## src/rtl/tdm_pkg.sv

```systemverilog
package tdm_pkg;
    localparam int CH_N   = 4;
    localparam int SLOT_W = 4;
    localparam logic [3:0] FL_CODE_SHORT = 4'b1100;
    typedef logic [SLOT_W-1:0] slot_t;
endpackage

```

## src/rtl/tdm_timing.sv

```systemverilog
module tdm_timing #(
    parameter int DATA_W = 16,
    localparam int LONG_BITS = 4 * DATA_W,
    localparam int BIT_W = $clog2(LONG_BITS)
) (
    input  logic             clk_i,
    input  logic             rst_ni,
    input  logic             short_i,
    input  logic             sync_lr_i,
    input  logic             rx_fall_i,
    output logic             phase_o,
    output logic [BIT_W-1:0] cur_bit_o,
    output logic [BIT_W-1:0] next_bit_o,
    output logic             sck_o,
    output logic             fsync_o
);
    localparam logic [BIT_W-1:0] LAST_LONG  = BIT_W'(LONG_BITS - 1);
    localparam logic [BIT_W-1:0] LAST_SHORT = BIT_W'(2 * DATA_W - 1);
    localparam logic [BIT_W-1:0] HALF_LONG  = BIT_W'(2 * DATA_W);
    localparam logic [BIT_W-1:0] HALF_SHORT = BIT_W'(DATA_W);

    typedef struct packed {
        logic             ph;
        logic [BIT_W-1:0] bitc;
        logic             fs;
    } tim_t;

    tim_t             st_d, st_q;
    logic [BIT_W-1:0] last_bit, half_bit, nbit;

    always_comb begin
        last_bit = short_i ? LAST_SHORT : LAST_LONG;
        half_bit = short_i ? HALF_SHORT : HALF_LONG;
        nbit     = (st_q.bitc >= last_bit) ? '0 : st_q.bitc + 1'b1;
        st_d     = st_q;
        st_d.ph  = ~st_q.ph;
        if (st_q.ph) begin
            st_d.bitc = nbit;
            st_d.fs   = sync_lr_i ? (nbit < half_bit) : (nbit == '0);
        end
    end

    always_ff @(posedge clk_i or negedge rst_ni) begin
        if (!rst_ni) begin
            st_q.ph   <= 1'b1;
            st_q.bitc <= LAST_LONG;
            st_q.fs   <= 1'b0;
        end else begin
            st_q <= st_d;
        end
    end

    assign phase_o    = st_q.ph;
    assign cur_bit_o  = st_q.bitc;
    assign next_bit_o = nbit;
    assign sck_o      = st_q.ph ^ rx_fall_i;
    assign fsync_o    = st_q.fs;
endmodule

```

## src/rtl/tdm_slot_map.sv

```systemverilog
module tdm_slot_map
    import tdm_pkg::*;
(
    input  slot_t                   slot_i,
    input  logic [CH_N-1:0]         en_i,
    input  logic [CH_N*SLOT_W-1:0]  sel_i,
    output logic [CH_N-1:0]         win_o
);
    logic [CH_N-1:0] match;

    for (genvar g = 0; g < CH_N; g++) begin : g_match
        assign match[g] = en_i[g] && (sel_i[g*SLOT_W +: SLOT_W] == slot_i);
    end

    always_comb begin
        logic taken;
        taken = 1'b0;
        win_o = '0;
        for (int i = 0; i < CH_N; i++) begin
            if (match[i] && !taken) begin
                win_o[i] = 1'b1;
                taken    = 1'b1;
            end
        end
    end
endmodule

```

## src/rtl/tdm_tx_path.sv

```systemverilog
module tdm_tx_path
    import tdm_pkg::*;
#(
    parameter int DATA_W = 16
) (
    input  logic                     clk_i,
    input  logic                     rst_ni,
    input  logic                     launch_i,
    input  logic                     start_i,
    input  logic [CH_N-1:0]          win_i,
    input  logic [CH_N-1:0]          wr_i,
    input  logic [CH_N*DATA_W-1:0]   word_i,
    output logic                     txd_o,
    output logic [CH_N-1:0]          load_o
);
    typedef struct packed {
        logic [CH_N-1:0][DATA_W-1:0] hold;
        logic [DATA_W-1:0]           sh;
        logic                        act;
        logic                        txd;
        logic [CH_N-1:0]             load;
    } tx_t;

    tx_t               st_d, st_q;
    logic [DATA_W-1:0] pick;

    always_comb begin
        pick = '0;
        for (int i = 0; i < CH_N; i++) begin
            if (win_i[i]) pick = pick | st_q.hold[i];
        end
        st_d      = st_q;
        st_d.load = '0;
        for (int i = 0; i < CH_N; i++) begin
            if (wr_i[i]) st_d.hold[i] = word_i[i*DATA_W +: DATA_W];
        end
        if (launch_i) begin
            if (start_i) begin
                if (|win_i) begin
                    st_d.act  = 1'b1;
                    st_d.txd  = pick[DATA_W-1];
                    st_d.sh   = pick << 1;
                    st_d.load = win_i;
                end else begin
                    st_d.act = 1'b0;
                    st_d.txd = 1'b0;
                    st_d.sh  = '0;
                end
            end else begin
                st_d.txd = st_q.act & st_q.sh[DATA_W-1];
                st_d.sh  = st_q.sh << 1;
            end
        end
    end

    always_ff @(posedge clk_i or negedge rst_ni) begin
        if (!rst_ni) st_q <= '0;
        else         st_q <= st_d;
    end

    assign txd_o  = st_q.txd;
    assign load_o = st_q.load;
endmodule

```

## src/rtl/tdm_rx_path.sv

```systemverilog
module tdm_rx_path
    import tdm_pkg::*;
#(
    parameter int DATA_W = 16
) (
    input  logic              clk_i,
    input  logic              rst_ni,
    input  logic              sample_i,
    input  logic              end_i,
    input  logic [CH_N-1:0]   win_i,
    input  logic              rxd_i,
    output logic [CH_N-1:0]   valid_o,
    output logic [DATA_W-1:0] data_o
);
    typedef struct packed {
        logic [DATA_W-1:0] sh;
        logic [DATA_W-1:0] data;
        logic [CH_N-1:0]   valid;
    } rx_t;

    rx_t               st_d, st_q;
    logic [DATA_W-1:0] word;

    always_comb begin
        word       = {st_q.sh[DATA_W-2:0], rxd_i};
        st_d       = st_q;
        st_d.valid = '0;
        if (sample_i) begin
            st_d.sh = word;
            if (end_i && (|win_i)) begin
                st_d.valid = win_i;
                st_d.data  = word;
            end
        end
    end

    always_ff @(posedge clk_i or negedge rst_ni) begin
        if (!rst_ni) st_q <= '0;
        else         st_q <= st_d;
    end

    assign valid_o = st_q.valid;
    assign data_o  = st_q.data;
endmodule

```

## src/rtl/tdm_slot_port.sv

```systemverilog
module tdm_slot_port
    import tdm_pkg::*;
#(
    parameter int DATA_W = 16,
    localparam int NCH = CH_N,
    localparam int SLOT_BITS = 2 * SLOT_W
) (
    input  logic                  clk_i,
    input  logic                  rst_ni,
    input  logic [3:0]            frame_code_i,
    input  logic                  rx_fall_i,
    input  logic                  sync_lr_i,
    input  logic [1:0]            tx_en_i,
    input  logic [SLOT_BITS-1:0]  tx_slot_i,
    input  logic [1:0]            rx_en_i,
    input  logic [SLOT_BITS-1:0]  rx_slot_i,
    input  logic [1:0]            cd_en_i,
    input  logic [SLOT_BITS-1:0]  cd_slot_i,
    input  logic [NCH-1:0]        tx_wr_i,
    input  logic [NCH*DATA_W-1:0] tx_word_i,
    output logic [NCH-1:0]        tx_load_o,
    output logic [NCH-1:0]        rx_valid_o,
    output logic [DATA_W-1:0]     rx_data_o,
    output logic                  sck_o,
    output logic                  fsync_o,
    output logic                  txd_o,
    input  logic                  rxd_i
);
    localparam int BIT_W  = $clog2(4 * DATA_W);
    localparam int DW_LOG = $clog2(DATA_W);

    logic             short_frame;
    logic             phase;
    logic [BIT_W-1:0] cur_bit, next_bit;
    slot_t            tx_slot_idx, rx_slot_idx;
    logic [NCH-1:0]   tx_win, rx_win;
    logic             tx_start, rx_end;

    assign short_frame = (frame_code_i == FL_CODE_SHORT);

    tdm_timing #(.DATA_W(DATA_W)) u_timing (
        .clk_i      (clk_i),
        .rst_ni     (rst_ni),
        .short_i    (short_frame),
        .sync_lr_i  (sync_lr_i),
        .rx_fall_i  (rx_fall_i),
        .phase_o    (phase),
        .cur_bit_o  (cur_bit),
        .next_bit_o (next_bit),
        .sck_o      (sck_o),
        .fsync_o    (fsync_o)
    );

    assign tx_slot_idx = slot_t'(next_bit[BIT_W-1:DW_LOG]);
    assign rx_slot_idx = slot_t'(cur_bit[BIT_W-1:DW_LOG]);
    assign tx_start    = phase && (next_bit[DW_LOG-1:0] == '0);
    assign rx_end      = &cur_bit[DW_LOG-1:0];

    tdm_slot_map u_tx_map (
        .slot_i (tx_slot_idx),
        .en_i   ({cd_en_i, tx_en_i}),
        .sel_i  ({cd_slot_i, tx_slot_i}),
        .win_o  (tx_win)
    );

    tdm_slot_map u_rx_map (
        .slot_i (rx_slot_idx),
        .en_i   ({cd_en_i, rx_en_i}),
        .sel_i  ({cd_slot_i, rx_slot_i}),
        .win_o  (rx_win)
    );

    tdm_tx_path #(.DATA_W(DATA_W)) u_tx (
        .clk_i    (clk_i),
        .rst_ni   (rst_ni),
        .launch_i (phase),
        .start_i  (tx_start),
        .win_i    (tx_win),
        .wr_i     (tx_wr_i),
        .word_i   (tx_word_i),
        .txd_o    (txd_o),
        .load_o   (tx_load_o)
    );

    tdm_rx_path #(.DATA_W(DATA_W)) u_rx (
        .clk_i    (clk_i),
        .rst_ni   (rst_ni),
        .sample_i (!phase),
        .end_i    (rx_end),
        .win_i    (rx_win),
        .rxd_i    (rxd_i),
        .valid_o  (rx_valid_o),
        .data_o   (rx_data_o)
    );
endmodule

```

## config.mk

```make
export PLATFORM = sky130hd
export DESIGN_NAME = tdm_slot_port
export DESIGN_NICKNAME = d
export VERILOG_FILES = /design/src/rtl/tdm_pkg.sv /design/src/rtl/tdm_timing.sv /design/src/rtl/tdm_slot_map.sv /design/src/rtl/tdm_tx_path.sv /design/src/rtl/tdm_rx_path.sv /design/src/rtl/tdm_slot_port.sv
export SDC_FILE = /design/constraint.sdc
export NUM_CORES = 1
export LEC_CHECK = 0
export BUFFER_PORTS_ARGS = -buffer_cell sky130_fd_sc_hd__buf_2
export CAP_MARGIN = 20
export CORE_MARGIN = 3
export CORE_UTILIZATION = 40
export DETAILED_ROUTE_END_ITERATION = 10
export PLACE_DENSITY = 0.69
export SLEW_MARGIN = 20
export SYNTH_ARGS = -nofsm -noshare
export SYNTH_HDL_FRONTEND = slang
export SYNTH_SLANG_ARGS = --single-unit
```

## constraint.sdc

```tcl
create_clock -name clk_i -period 3.52 [get_ports clk_i]
set_input_delay 0.704 -clock clk_i [delete_from_list [all_inputs] [get_ports clk_i]]
set_output_delay 0.704 -clock clk_i [all_outputs]
set_load 0.05 [all_outputs]
```

# After elaboration in Yosys (flattened, before gate mapping)
# Cells that the tools add are included.
dict set report classes {
  n_addsub 1
  multipliers 0
  n_div 0
  magnitude_cmp 2
  eq_ne 9
  n_shift 0
  mux 28
  bitwise_logic 6
  reduce_logical 29
}
# cell n
set ops {}
lappend ops {{$mux 16} 5}
lappend ops {{$or 16x16->16} 3}
lappend ops {{$eq 4x2->1} 8}
lappend ops {{$mux 4} 5}
lappend ops {{$mux 18} 1}
lappend ops {{$mux 6} 3}
lappend ops {{$logic_and 1x1->1} 16}
lappend ops {{$mux 1} 14}
lappend ops {{$reduce_or 4->1} 2}
lappend ops {{$add 6x1->6 const B} 1}
lappend ops {{$ge 6x6->1} 1}
lappend ops {{$logic_not 1->1} 6}
lappend ops {{$logic_not 6->1} 1}
lappend ops {{$lt 6x6->1} 1}
lappend ops {{$eq 4x4->1 const B} 1}
lappend ops {{$logic_not 4->1} 1}
lappend ops {{$reduce_and 2->1} 2}
lappend ops {{$reduce_and 4->1} 1}
lappend ops {{$and 1x1->1} 1}
lappend ops {{$not 1->1} 1}
lappend ops {{$xor 1x1->1} 1}
dict set report totals {
  reg_bits 129
  latch_bits 0
  ramBits 0
  romBits 0
  output_inout_bits 27
  wordCells 89
  memories 0
}

# Depth between registers and ports, before layout
# Gate-level depths: netlist of the first run.
dict set report depth {
  ltp_word 20
  ltp_mapped 14
}

# By module
# A second synthesis of the first run with hierarchy kept.
dict set report hier_totals {
  cells_unflattened 477
  hier_area_um2 6179.7
}
# module n_inst cells_per_inst area_per_inst_um2 seq_area_each_um2
set modules_own_cells {}
lappend modules_own_cells {tdm_tx_path 1 248 3515.9 2127.0}
lappend modules_own_cells {tdm_rx_path 1 96 1505.2 875.8}
lappend modules_own_cells {tdm_timing 1 60 579.3 209.0}
lappend modules_own_cells {tdm_slot_map 2 33 271.5 0.0}
lappend modules_own_cells {tdm_slot_port 1 7 36.3 0.0}

# Worst setup path before layout of the first run
# OpenSTA, ideal clock, no wires.
dict set report synth_timing {
  path_type {input to register}
  startpoint {input port frame_code_i[1]}
  endpoint {register u_tx.st_q[12] (netlist bit)}
  arrival_ns 3.019
  required_ns 3.382
  slack_ns 0.364
  path_stages 13
  cell_sequence {nor3_1 ha_1 clkbuf_1 nor2b_1 mux2_4 buf_6 o2111ai_4 o221ai_2 a22oi_4 a21o_1 buf_4 buf_6 a32oi_1}
}
dict set report synth_via {
  elab_chain_cells 19
  word_cells_on_any_way 36
  cone_classes {1 x order compare; 5 x eq/ne; 14 x mux; 3 x bitwise; 13 x reduce/logical}
}
# item line_no
set synth_lines {}
lappend synth_lines {{from (decl)} tdm_slot_port.sv:10} ;# input logic [3:0] frame_code_i,
lappend synth_lines {{$eq 4x4->1 (*)} tdm_slot_port.sv:39} ;# assign short_frame = (frame_code_i == FL_CODE_SHORT);
lappend synth_lines {{$mux 6 (*)} tdm_timing.sv:32} ;# last_bit = short_i ? LAST_SHORT : LAST_LONG;
lappend synth_lines {{$ge 6x6->1 (*)} tdm_timing.sv:34} ;# nbit = (st_q.bitc >= last_bit) ? '0 : st_q.bitc + 1'b1;
lappend synth_lines {{$mux 6 (*)} tdm_timing.sv:34}
lappend synth_lines {{$eq 4x2->1} tdm_slot_map.sv:12} ;# assign match[g] = en_i[g] && (sel_i[g*SLOT_W +: SLOT_W] == slot_i);
lappend synth_lines {{$logic_and 1x1->1} tdm_slot_map.sv:12}
lappend synth_lines {{$mux 1} tdm_slot_map.sv:20} ;# if (match[i] && !taken) begin
lappend synth_lines {{$logic_not 1->1} tdm_slot_map.sv:20}
lappend synth_lines {{(+3 left out)} n/a}
lappend synth_lines {{$logic_and 1x1->1} tdm_slot_map.sv:20}
lappend synth_lines {{$mux 1} tdm_slot_map.sv:20}
lappend synth_lines {{$logic_not 1->1} tdm_slot_map.sv:20}
lappend synth_lines {{$logic_and 1x1->1} tdm_slot_map.sv:20}
lappend synth_lines {{$mux 1} tdm_slot_map.sv:20}
lappend synth_lines {{$reduce_or 4->1 or $mux 16 (tied branches)} {tdm_tx_path.sv:39, tdm_tx_path.sv:30}}
lappend synth_lines {{$mux 18} tdm_tx_path.sv:39} ;# if (|win_i) begin
lappend synth_lines {{$mux 16 (*)} tdm_tx_path.sv:38} ;# if (start_i) begin
lappend synth_lines {{to (signal assigned)} tdm_tx_path.sv:58} ;# else st_q <= st_d;
lappend synth_lines {{to (decl)} tdm_tx_path.sv:24} ;# tx_t st_d, st_q;
# Every way passes the cells marked *; elsewhere a longest branch is shown, timed or not.
# A chain may end at the register's enable or synchronous reset.

# Worst setup path in the final report of the first run
dict set report layout_timing {
  startpoint {input port frame_code_i[1]}
  endpoint {register u_tx.st_q[10] (netlist bit)}
}
# The elaborated chain is that of the path after synthesis.

==> reports/results.tsv, run 1 <==
stage	metric	value	unit
cells_and_area	fin_area	0.00754	mm²
synth	synth_compound_gate_area_share	11.3	%
detailed_routing	drt_iter0_drc	317	
detailed_routing	route.detailed.drc	0	
detailed_routing	ant_nets	0	
timing	slew_violations	0	
global_routing	overflow	0	
clock_network	clk_path_buf_depth	2	
worst_setup_path	cp_common_cell	buf_4	
cells_and_area	layout-drive-gt1-share	46.4	%
die	io_pins	134	
synth	synthCells	522	
detailed_routing	firstDrtPassIters	4	
timing	setup_tns	0	ns
clock_network	cts_buffers	17	
die	dieWidth	131	µm
detailed_routing	wirelength	14600	µm
timing	period_share	86.4	%
synth	synth-main-ff-cell	dfrtp_1	
worst_setup_path	rr_startpoint	u_timing.cur_bit_o[0]	
detailed_routing	num_vias	4466	
worst_setup_path	cp-startpoint	frame_code_i[1]	
global_routing	grt_start_max_net_pins	129	
worst_setup_path	crit_arrival	3.37	ns
worst_setup_path	cpLargestDelayFamily	multiplexers	
detailed_routing	viasPerCell	5.26	
worst_setup_path	end_kind	flop	
worst_setup_path	cp_max_fo	17	
clock_network	clk_pin_slew_worst_paths	0.06	ns
pwr	peakVddDrop	0.315	mV
synth	yosys.area_share.simple	9.28	%
synth	ys_ff_latch	128	
clock_network	htreeDepth	4	
status	status	completed	
synth	synth.area.mux_share	19.1	%
global_routing	first_global_vias	4592	
timing	maxSlewHeadroom	38.0	%
die	die_y	131	µm
synth	synth_xor_area_share	2.10	%
synth	yosysSeqAreaShare	51.4	%
synth	synth_top_family_by_area	multiplexers	
worst_setup_path	cp.required	3.85	ns
cells_and_area	layout.nets	735	
timing	fin_crit	3.04	ns
place	gp_congestion	0.860	
synth	syn_avg_cell_area	12.0	µm²
synth	synth_area	0.00624	mm²
synth	syn-num-nets	632	
pwr	leakagePower	3.32	nW
place	post-dp-hpwl	10300	µm
pwr	power_density	569	mW/mm²
die	rows	45	
clock_network	hold_buffers	0	
synth	synth-edff-count	0	
die	dieArea	0.0171	mm²
synth	yosysTopAreaCell	dfrtp_1	
timing	finalHoldViolCount	0	
clock_network	cts_tree	built	
timing	rsz0062_at_grt	false	
cells_and_area	area_growth_syn_to_layout	20.8	%
clock_network	post_cts_buffers	0	
synth	synthDistinctLibCells	52	
cells_and_area	final_core_util	49.4	%
clock_network	postCtsResizedCells	0	
clock_network	cts_root_buffer	clkbuf_16	
synth	synthAdderAreaFrac	0.601	%
global_routing	grt_usage	17.8	%
timing	fmax	329	MHz
clock_network	clock_latency	0.42	ns
flow_run	cap_viol_max_count	0	
global_routing	antenna_found_initial	0	
clock_network	cts.sinks	128	
global_routing	grt_pass1_wl	23400	µm
timing	hold_ws	0.343	ns
timing	setup_violations	0	
worst_setup_path	path_buf_inv	3	
synth	ys_top_cells_by_area	dfrtp_1, mux2_2, buf_4, dfstp_2, o2bb2ai_1	
place	portBuffers	133	
worst_setup_path	worst_setup_path_start_kind	input pin	
timing	skew	0.00847	ns
die	start_util	40.9	%
worst_setup_path	cpPeakStageDelay	0.36	ns
die	core	0.0153	mm²
synth	synthArstFlopShare	100	%
worst_setup_path	crit_path_cell_trace	buf_2, nor3_1, buf_4, ha_1, nor2b_1, mux2_4, mux2i_1, o221ai_2, a22oi_4, buf_4, nand3_1, a32oi_1	
detailed_routing	avgRoutedWirePerCell	17.2	µm
worst_setup_path	path_class	input pin to flop	
min_path	hp-class	input pin to async pin	
worst_setup_path	slowest_stage	mux2_4	
place	post_dp_cell_area	0.00690	mm²
synth	ys_warn_count	0	
synth	yosysTopAreaCellShare	48.5	%
cells_and_area	diodes	0	
timing	worstMarginPinSlew	0.929	ns
==> metrics by stage <==
step                std cells  total power [mW]  setup WS [ns]
finish                    849              4.29          0.479
global route              849              4.49          0.333
CTS                       849              4.34          0.496
detailed placement        817              2.42         0.0399
global placement          817              2.40          0.181
floorplan                 522              2.24          0.364
==> cells by family after synthesis <==
family,after synthesis
flip-flops,128
AND/OR/NAND/NOR,123
multiplexers,106
AO/OA/AOI/OAI,84
buffers and inverters,63
XOR/XNOR,15
adder cells (fa/ha/maj),3
==> report_power, final <==
group	switching, mW	internal, mW	leakage (nW)	total (mW)
logic	0.404	0.294	1.45	0.698
clock network	0.682	1.22	0.302	1.90
registers	0.0967	1.60	1.57	1.70
==> per-layer routing <==
metal  track usage [%]  vias to the layer above  wire length, µm
li1                  -                     2092                -
met1              23.6                     2194             6490
met2              27.2                      143             6840
met3              4.27                       37              802
met4              9.01                        0              474
met5                 0                        -                0
==> worst paths after layout <==
check / endpoint / slack, ns / depth (start not counted)
setup reg to reg: u_tx.st_q[10] / 0.61 / 9
setup / recovery: u_tx.st_q[10] / 0.48 / 12
hold reg to reg: u_tx.st_q[5] / 0.48 / 2
min in group clk_i: u_tx.st_q[5] / 0.48 / 2
max in group asynchronous: u_tx.st_q[72] / 2.59 / 2
hold / removal: u_rx.data_o[0] / 0.34 / 2
==> cell type report <==
type                       instances  area (µm²)
fill                            1336        7720
sequential                       128        3210
multi-input combinational        331        2660
timing repair buffer             142         748
clock buffer                      18         439
tap                              211         264
clock inverter                    14         201
inverter                           5        21.3
==> synth_stat cells, drive strengths merged, types with 5 or more instances <==
master and n:
clkbuf 17, a21oi 20, xnor2 13, o2bb2ai 18
nand2 41, mux2i 5, dfrtp 121, dfstp 7
a221oi 15, a32oi 16, nor3 10, buf 41
nand3 25, mux2 101, nor3b 5, inv 5
nor2 28
==> state kept, by name, summed over array words and instances, names as in the netlist <==
signal / count
u_tx.load_o: 4
u_timing.cur_bit_o: 6
u_tx.st_q: 80
u_timing.fsync_o: 1
u_timing.phase_o: 1
u_tx.txd_o: 1
u_rx.valid_o: 4
u_rx.data_o: 16
u_rx.st_q: 15
==> layout by cell type (no fill, tap or decap), types with 7 or more instances in the layout <==
cell type,netlist,final
a21oi_1,19,19
buf_2,5,132
dfstp_2,7,7
nor3_1,9,9
nand2_1,41,41
a32oi_1,16,16
mux2_2,99,99
xnor2_1,13,13
nor2_1,27,27
dfrtp_1,121,121
nand3_1,25,25
clkbuf_16,0,17
buf_4,29,9
a221oi_1,15,15
o2bb2ai_1,18,18
Note: power is estimated with default switching activity, not from simulation.
==> run 2, diff against run 1 <==
--- a/config.mk
+++ b/config.mk
@@ -5,7 +5,7 @@
 export SDC_FILE = /design/constraint.sdc
 export NUM_CORES = 1
 export LEC_CHECK = 0
-export BUFFER_PORTS_ARGS = -buffer_cell sky130_fd_sc_hd__buf_2
+export BUFFER_PORTS_ARGS = -buffer_cell sky130_fd_sc_hd__buf_4
 export CAP_MARGIN = 20
 export CORE_MARGIN = 3
 export CORE_UTILIZATION = 40
@@ -14,4 +14,5 @@
 export SLEW_MARGIN = 20
 export SYNTH_ARGS = -nofsm -noshare
 export SYNTH_HDL_FRONTEND = slang
+export SYNTH_HIERARCHICAL = 1
 export SYNTH_SLANG_ARGS = --single-unit
==> run 2 against run 1 <==
Net effect:
- via count decreased by 4.7%
- sequential power fell by 4%
- maximum frequency fell by 4.9%
- worst hold slack got worse by 0.058 ns
- die area down 0.99%
- core utilization is 3.2 points higher
- worst setup slack worse by 0.16 ns
- design area is 3.3% higher
- synthesized cell count down 8.6%
- critical endpoint is now u_tx/st_q[7]
- largest power group unchanged
==> reports/results.tsv, run 2 <==
stage	metric	value	unit	change
status	status	completed		unchanged
cells_and_area	regArea	0.00321	mm²	unchanged
synth	synthDistinctLibCells	55		was 52
global_routing	grt_pass1_wl	22900	µm	was 23400 µm
pwr	peakVddDrop	0.389	mV	was 0.315 mV
detailed_routing	ant_nets	0		unchanged
detailed_routing	avgRoutedWirePerCell	17.7	µm	was 17.2 µm
die	die_y	130	µm	was 131 µm
synth	synthArstFlopShare	100	%	unchanged
clock_network	postCtsResizedCells	0		unchanged
place	gp_congestion	0.874		was 0.860
cells_and_area	largest_reg_flops	80		unchanged
timing	skew	0.00883	ns	was 0.00847 ns
cells_and_area	fillCellCount	1243		was 1336
timing	maxSlewHeadroom	51.3	%	was 38.0%
detailed_routing	viasPerCell	5.29		was 5.26
clock_network	post_cts_buffers	0		unchanged
worst_setup_path	end_kind	flop		unchanged
cells_and_area	final_common_cell	buf_4		was buf_2
detailed_routing	wirelength	14200	µm	was 14600 µm
worst_setup_path	cp_max_fo	16		was 17
place	post-dp-hpwl	10400	µm	was 10300 µm
clock_network	cts_root_buffer	clkbuf_16		unchanged
synth	synth_area	0.00618	mm²	was 0.00624 mm²
clock_network	clk_path_buf_depth	2		unchanged
detailed_routing	route.detailed.drc	0		unchanged
die	dieWidth	130	µm	was 131 µm
clock_network	cts.sinks	128		unchanged
die	start_util	41.7	%	was 40.9%
timing	period_share	90.9	%	was 86.4%
place	portBuffers	133		unchanged
cells_and_area	final_cell_mix	buf_4, dfrtp_1, mux2_2		was buf_2, dfrtp_1, mux2_2
synth	yosysTopAreaCell	dfrtp_1		unchanged
synth	yosysMostFrequentCell	dfrtp_1		unchanged
detailed_routing	drt_iter0_drc	402		was 317
timing	fin_crit	3.20	ns	was 3.04 ns
synth	ys_warn_count	6		was 0
worst_setup_path	path_class	flop to flop		was input pin to flop
die	io_pins	134		unchanged
cells_and_area	regMostFlops	u_tx/st_q		was u_tx.st_q
timing	slew_violations	0		unchanged
worst_setup_path	worst_setup_path_start_kind	flop		was input pin
die	core	0.0148	mm²	was 0.0153 mm²
die	dieArea	0.0170	mm²	was 0.0171 mm²
global_routing	first_global_vias	4535		was 4592
worst_setup_path	cp.required	3.79	ns	was 3.85 ns
clock_network	clock_latency	0.40	ns	was 0.42 ns
clock_network	cts_buffers	17		unchanged
synth	yosysTopAreaCellShare	49.0	%	was 48.5%
synth	ys_top_cells_by_area	dfrtp_1, mux2_2, buf_4, dfstp_2, xor2_1		was dfrtp_1, mux2_2, buf_4, dfstp_2, o2bb2ai_1
global_routing	antenna_found_initial	0		unchanged
cells_and_area	layout.nets	719		was 735
timing	setup_tns	0	ns	unchanged
pwr	leakagePower	3.56	nW	was 3.32 nW
synth	synth-main-ff-cell	dfrtp_1		unchanged
synth	syn_avg_cell_area	13.0	µm²	was 12.0 µm²
cells_and_area	diodes	0		unchanged
synth	yosysSeqAreaShare	52.0	%	was 51.4%
timing	finalHoldViolCount	0		unchanged
cells_and_area	layout-drive-gt1-share	48.8	%	was 46.4%
flow_run	cap_viol_max_count	0		unchanged
synth	synth-edff-count	0		unchanged
timing	fmax	313	MHz	was 329 MHz
synth	ys_top_cells_by_count	dfrtp_1, mux2_2, buf_4		was dfrtp_1, mux2_2, nand2_1
clock_network	hold_buffers	0		unchanged
synth	synthCells	477		was 522
clock_network	cts_tree	built		unchanged
global_routing	grt_start_max_net_pins	45		was 129
cells_and_area	multi_input_area	0.00262	mm²	was 0.00266 mm²
synth	ys_ff_latch	128		unchanged
min_path	hp-class	input pin to async pin		unchanged
timing	rsz0062_at_grt	false		unchanged
clock_network	clk_pin_slew_worst_paths	0.06	ns	about the same
clock_network	htreeDepth	4		unchanged
cells_and_area	area_growth_syn_to_layout	26.0	%	was 20.8%
pwr	power_density	474	mW/mm²	was 569 mW/mm²
timing	setup_violations	0		unchanged
global_routing	grt_usage	17.3	%	was 17.8%
worst_setup_path	crit_arrival	3.47	ns	was 3.37 ns
die	rows	44		was 45
detailed_routing	num_vias	4256		was 4466
detailed_routing	firstDrtPassIters	6		was 4
timing	worstMarginPinSlew	0.729	ns	was 0.929 ns
pwr	power	3.69	mW	was 4.29 mW
global_routing	overflow	0		unchanged
run 2: stage by stage:
stage                     worst slack [ns]  cell area [µm²]  std cells  hold WS (ns)  util [%]
final                                0.322             7790        805         0.286      52.6
after global placement               0.171             7220        774         0.487      48.7
after CTS                            0.327             7790        805         0.300      52.6
after global routing                0.0268             7790        805         0.316      52.6
after floorplan                      0.235             6250        496         0.408         -
after detailed placement            0.0704             7220        774         0.491      48.7
run 2: area by class of cell:
cell class / count / area share [%]
sequential: 128 / 41.3
multi-input combinational: 303 / 33.6
timing repair buffer: 146 / 14.2
clock buffer: 18 / 5.51
tap: 184 / 2.96
clock inverter: 13 / 1.80
inverter: 13 / 0.627
run 2: metal layers:
metal  vias to the layer above  global-route usage (%)  wire (µm)
li1                       1959                       -          -
met1                      2120                    23.7       6320
met2                       161                    27.2       6850
met3                        16                    4.13        825
met4                         0                    5.87        231
met5                         -                       0          0
run 2: kinds of logic after synthesis:
group | Yosys count | synth area share [%]
other | 1 | 0.0607
adders and majority gates | 3 | 0.607
and+or+nand+nor | 82 | 8.69
muxes | 99 | 18.6
buffers and inverters | 65 | 6.96
AOI/OAI and AO/OA | 72 | 9.25
xor gates and xnor gates | 27 | 3.83
DFF | 128 | 52.0
run 2: final timing paths:
| kind | start | end | slack, ns | cells after the start |
|---|---|---|---|---|
| worst max-delay path | u_timing/cur_bit_o[0] | u_tx/st_q[7] | 0.32 | 12 |
| worst min-delay path | rst_ni | u_rx/valid_o[1] | 0.29 | 1 |
| worst max register to register | u_timing/cur_bit_o[0] | u_tx/st_q[7] | 0.32 | 12 |
| worst min register to register | u_rx/data_o[0] | u_rx/data_o[0] | 0.50 | 1 |
| max in group asynchronous | rst_ni | u_tx/st_q[21] | 2.34 | 2 |
| min in group clk_i | u_rx/data_o[0] | u_rx/data_o[0] | 0.50 | 1 |
run 2: worst max-delay path, cell delays in order, from the launching register on:
cell	delay, ns
dfstp_2	0.58
ha_1	0.31
nand3_1	0.13
xor2_1	0.17
nor2_1	0.38
inv_1	0.12
a22o_1	0.26
nor3_4	0.28
nor2b_1	0.09
buf_4	0.21
a22o_2	0.25
a221oi_2	0.17
o22ai_1	0.11
run 2: where the power goes:
group | total, mW | internal [mW] | switching (mW)
Clock | 1.68 | 1.04 | 0.639
Combinational | 0.376 | 0.203 | 0.173
Sequential | 1.63 | 1.57 | 0.0632
Total | 3.69 | 2.81 | 0.876
==> run 3, diff against run 2 <==
--- a/config.mk
+++ b/config.mk
@@ -8,9 +8,9 @@
 export BUFFER_PORTS_ARGS = -buffer_cell sky130_fd_sc_hd__buf_4
 export CAP_MARGIN = 20
 export CORE_MARGIN = 3
-export CORE_UTILIZATION = 40
+export CORE_UTILIZATION = 55
 export DETAILED_ROUTE_END_ITERATION = 10
-export PLACE_DENSITY = 0.69
+export PLACE_DENSITY = 0.88
 export SLEW_MARGIN = 20
 export SYNTH_ARGS = -nofsm -noshare
 export SYNTH_HDL_FRONTEND = slang
==> run 3 against run 2 <==
Net effect:
- combinational power grew 1%
- total power decreased by 0.77%
- highest routed layer unchanged
- via count up 2.7%
- sequential power about the same
- sequential share of layout area grew 0.29 points
- largest cell class unchanged
- non-clock buffer count up 1
- critical path type is now input pin to flop
- core utilization up 18 points
==> reports/results.tsv, run 3 (synthesis gave the netlist of run 2 again) <==
stage	metric	value	unit	change
status	status	completed		unchanged
pwr	power	3.66	mW	was 3.69 mW
clock_network	clk_path_buf_depth	2		unchanged
worst_setup_path	rr_endpoint	u_tx/st_q[11]		was u_tx/st_q[7]
timing	setup_violations	0		unchanged
timing	skew	0.00738	ns	was 0.00883 ns
global_routing	first_global_vias	4604		was 4535
worst_setup_path	rrSetupSlack	0.31	ns	was 0.32 ns
die	dieArea	0.0125	mm²	was 0.0170 mm²
clock_network	hold_buffers	0		unchanged
pwr	peakVddDrop	0.443	mV	was 0.389 mV
die	core	0.0109	mm²	was 0.0148 mm²
cells_and_area	final_cell_mix	buf_4, dfrtp_1, mux2_2		unchanged
worst_setup_path	cpPeakStageDelay	0.44	ns	was 0.58 ns
timing	fmax	309	MHz	was 313 MHz
clock_network	postCtsResizedCells	0		unchanged
worst_setup_path	cp_common_cell	buf_4		
cells_and_area	regArea	0.00321	mm²	unchanged
detailed_routing	viasPerCell	5.73		was 5.29
cells_and_area	diodes	0		unchanged
global_routing	grt_start_max_net_pins	66		was 45
worst_setup_path	cp.required	3.93	ns	was 3.79 ns
clock_network	cts_root_buffer	clkbuf_8		was clkbuf_16
die	io_pins	134		unchanged
clock_network	cts.sinks	128		unchanged
global_routing	antenna_found_initial	0		unchanged
detailed_routing	route.detailed.drc	0		unchanged
cells_and_area	multi_input_area	0.00262	mm²	about the same
worst_setup_path	crit_arrival	3.65	ns	was 3.47 ns
worst_setup_path	cp-startpoint	frame_code_i[1]		was u_timing/cur_bit_o[0]
timing	rsz0062_at_grt	false		unchanged
cells_and_area	final_core_util	71.0	%	was 52.6%
worst_setup_path	path_class	input pin to flop		was flop to flop
global_routing	grt_usage	23.3	%	was 17.3%
timing	worstMarginPinSlew	0.790	ns	was 0.729 ns
die	die_y	112	µm	was 130 µm
timing	fin_ws	0.281	ns	was 0.322 ns
timing	finalHoldViolCount	0		unchanged
place	portBuffers	133		unchanged
timing	setup_tns	0	ns	unchanged
timing	fin_crit	3.24	ns	was 3.20 ns
place	post_dp_cell_area	0.00717	mm²	was 0.00722 mm²
worst_setup_path	cp_max_fo	13		was 16
clock_network	cts_buffers	17		unchanged
worst_setup_path	worst_setup_path_start_kind	input pin		was flop
clock_network	cts_tree	built		unchanged
place	post-dp-hpwl	10300	µm	was 10400 µm
cells_and_area	fin_area	0.00773	mm²	was 0.00779 mm²
die	rows	38		was 44
place	gp_congestion	0.900		was 0.874
cells_and_area	largest_reg_flops	80		unchanged
detailed_routing	drt_iter0_drc	422		was 402
cells_and_area	final_common_cell	buf_4		unchanged
worst_setup_path	crit_path_cell_trace	buf_4, nor3_1, ha_1, a41o_4, nor2_1, inv_1, o2111ai_1, nor3_2, nor4_4, buf_4, a222oi_1, a31oi_1		was ha_1, nand3_1, xor2_1, nor2_1, inv_1, a22o_1, nor3_4, nor2b_1, buf_4, a22o_2, a221oi_2, o22ai_1
clock_network	clock_latency	0.51	ns	was 0.40 ns
cells_and_area	area_growth_syn_to_layout	25.1	%	was 26.0%
detailed_routing	wirelength	14400	µm	was 14200 µm
detailed_routing	firstDrtPassIters	7		was 6
detailed_routing	ant_nets	0		unchanged
global_routing	grt_pass1_wl	23100	µm	was 22900 µm
cells_and_area	layout.nets	720		was 719
flow_run	cap_viol_max_count	0		unchanged
detailed_routing	num_vias	4371		was 4256
clock_network	post_cts_buffers	0		unchanged
timing	slew_violations	0		unchanged
worst_setup_path	end_kind	flop		unchanged
pwr	power_density	473	mW/mm²	was 474 mW/mm²
worst_setup_path	slowest_stage	nor4_4		was dfstp_2
global_routing	overflow	0		unchanged
place	dp_slack	-0.104	ns	was 0.0704 ns
clock_network	htreeDepth	4		unchanged
worst_setup_path	rr_startpoint	u_timing/cur_bit_o[5]		was u_timing/cur_bit_o[0]
timing	period_share	92.0	%	was 90.9%
cells_and_area	layout-drive-gt1-share	49.3	%	was 48.8%
die	start_util	56.8	%	was 41.7%
cells_and_area	regMostFlops	u_tx/st_q		unchanged
min_path	hp-class	input pin to async pin		unchanged
detailed_routing	avgRoutedWirePerCell	18.9	µm	was 17.7 µm
worst_setup_path	worst_r2r_path_depth	10		was 12
timing	maxSlewHeadroom	47.4	%	was 51.3%
worst_setup_path	critPathCapture	u_tx/st_q[11]		was u_tx/st_q[7]
die	dieWidth	112	µm	was 130 µm
cells_and_area	fillCellCount	724		was 1243
pwr	leakagePower	3.59	nW	was 3.56 nW
clock_network	clk_pin_slew_worst_paths	0.06	ns	about the same
-- run 3: layout make-up --
class,instances,share of cell area (%)
Timing Repair Buffer,147,14.4
Inverter,13,0.631
Sequential cell,128,41.5
Multi-Input combinational cell,303,33.9
Clock inverter,14,1.72
Tap cell,140,2.27
Clock buffer,18,5.53
-- run 3: critical path, delay by kind of cell --
family / cells / cell delay (ns)
fa+ha+maj: 1 / 0.34
simple gates: 4 / 1.18
buf+inv: 3 / 0.54
compound gates: 4 / 0.89
-- run 3: worst min path at each step --
stage | startpoint | endpoint | slack [ns] | depth (start not counted)
6_report | rst_ni | u_rx/valid_o[0] | 0.28 | 1
5_1_grt | rst_ni | u_rx/data_o[8] | 0.32 | 1
4_1_cts | rst_ni | u_rx/data_o[12] | 0.29 | 1
3_5_place_dp | u_rx/st_q[34] | u_rx/st_q[34] | 0.49 | 1
3_3_place_gp | u_rx/st_q[34] | u_rx/st_q[34] | 0.49 | 1
2_1_floorplan | rst_ni | u_rx/data_o[0] | 0.41 | 0
-- run 3: through the flow --
step	hold slack, ns	instances
5_1_grt	0.322	763
6_report	0.283	763
3_3_place_gp	0.489	731
2_1_floorplan	0.408	496
4_1_cts	0.293	763
3_5_place_dp	0.491	731
-- run 3: layer usage --
layer / GRT usage, % / wire (µm)
met5: 0 / 0
met1: 29.0 / 5780
met3: 5.76 / 968
met2: 39.9 / 7380
met4: 8.17 / 312
-- run 3: power by group --
part           switching (mW)  total, mW  internal [mW]  leakage [nW]
logic                   0.177      0.380          0.203          1.74
clock network           0.676       1.64          0.967         0.274
registers              0.0652       1.64           1.57          1.57
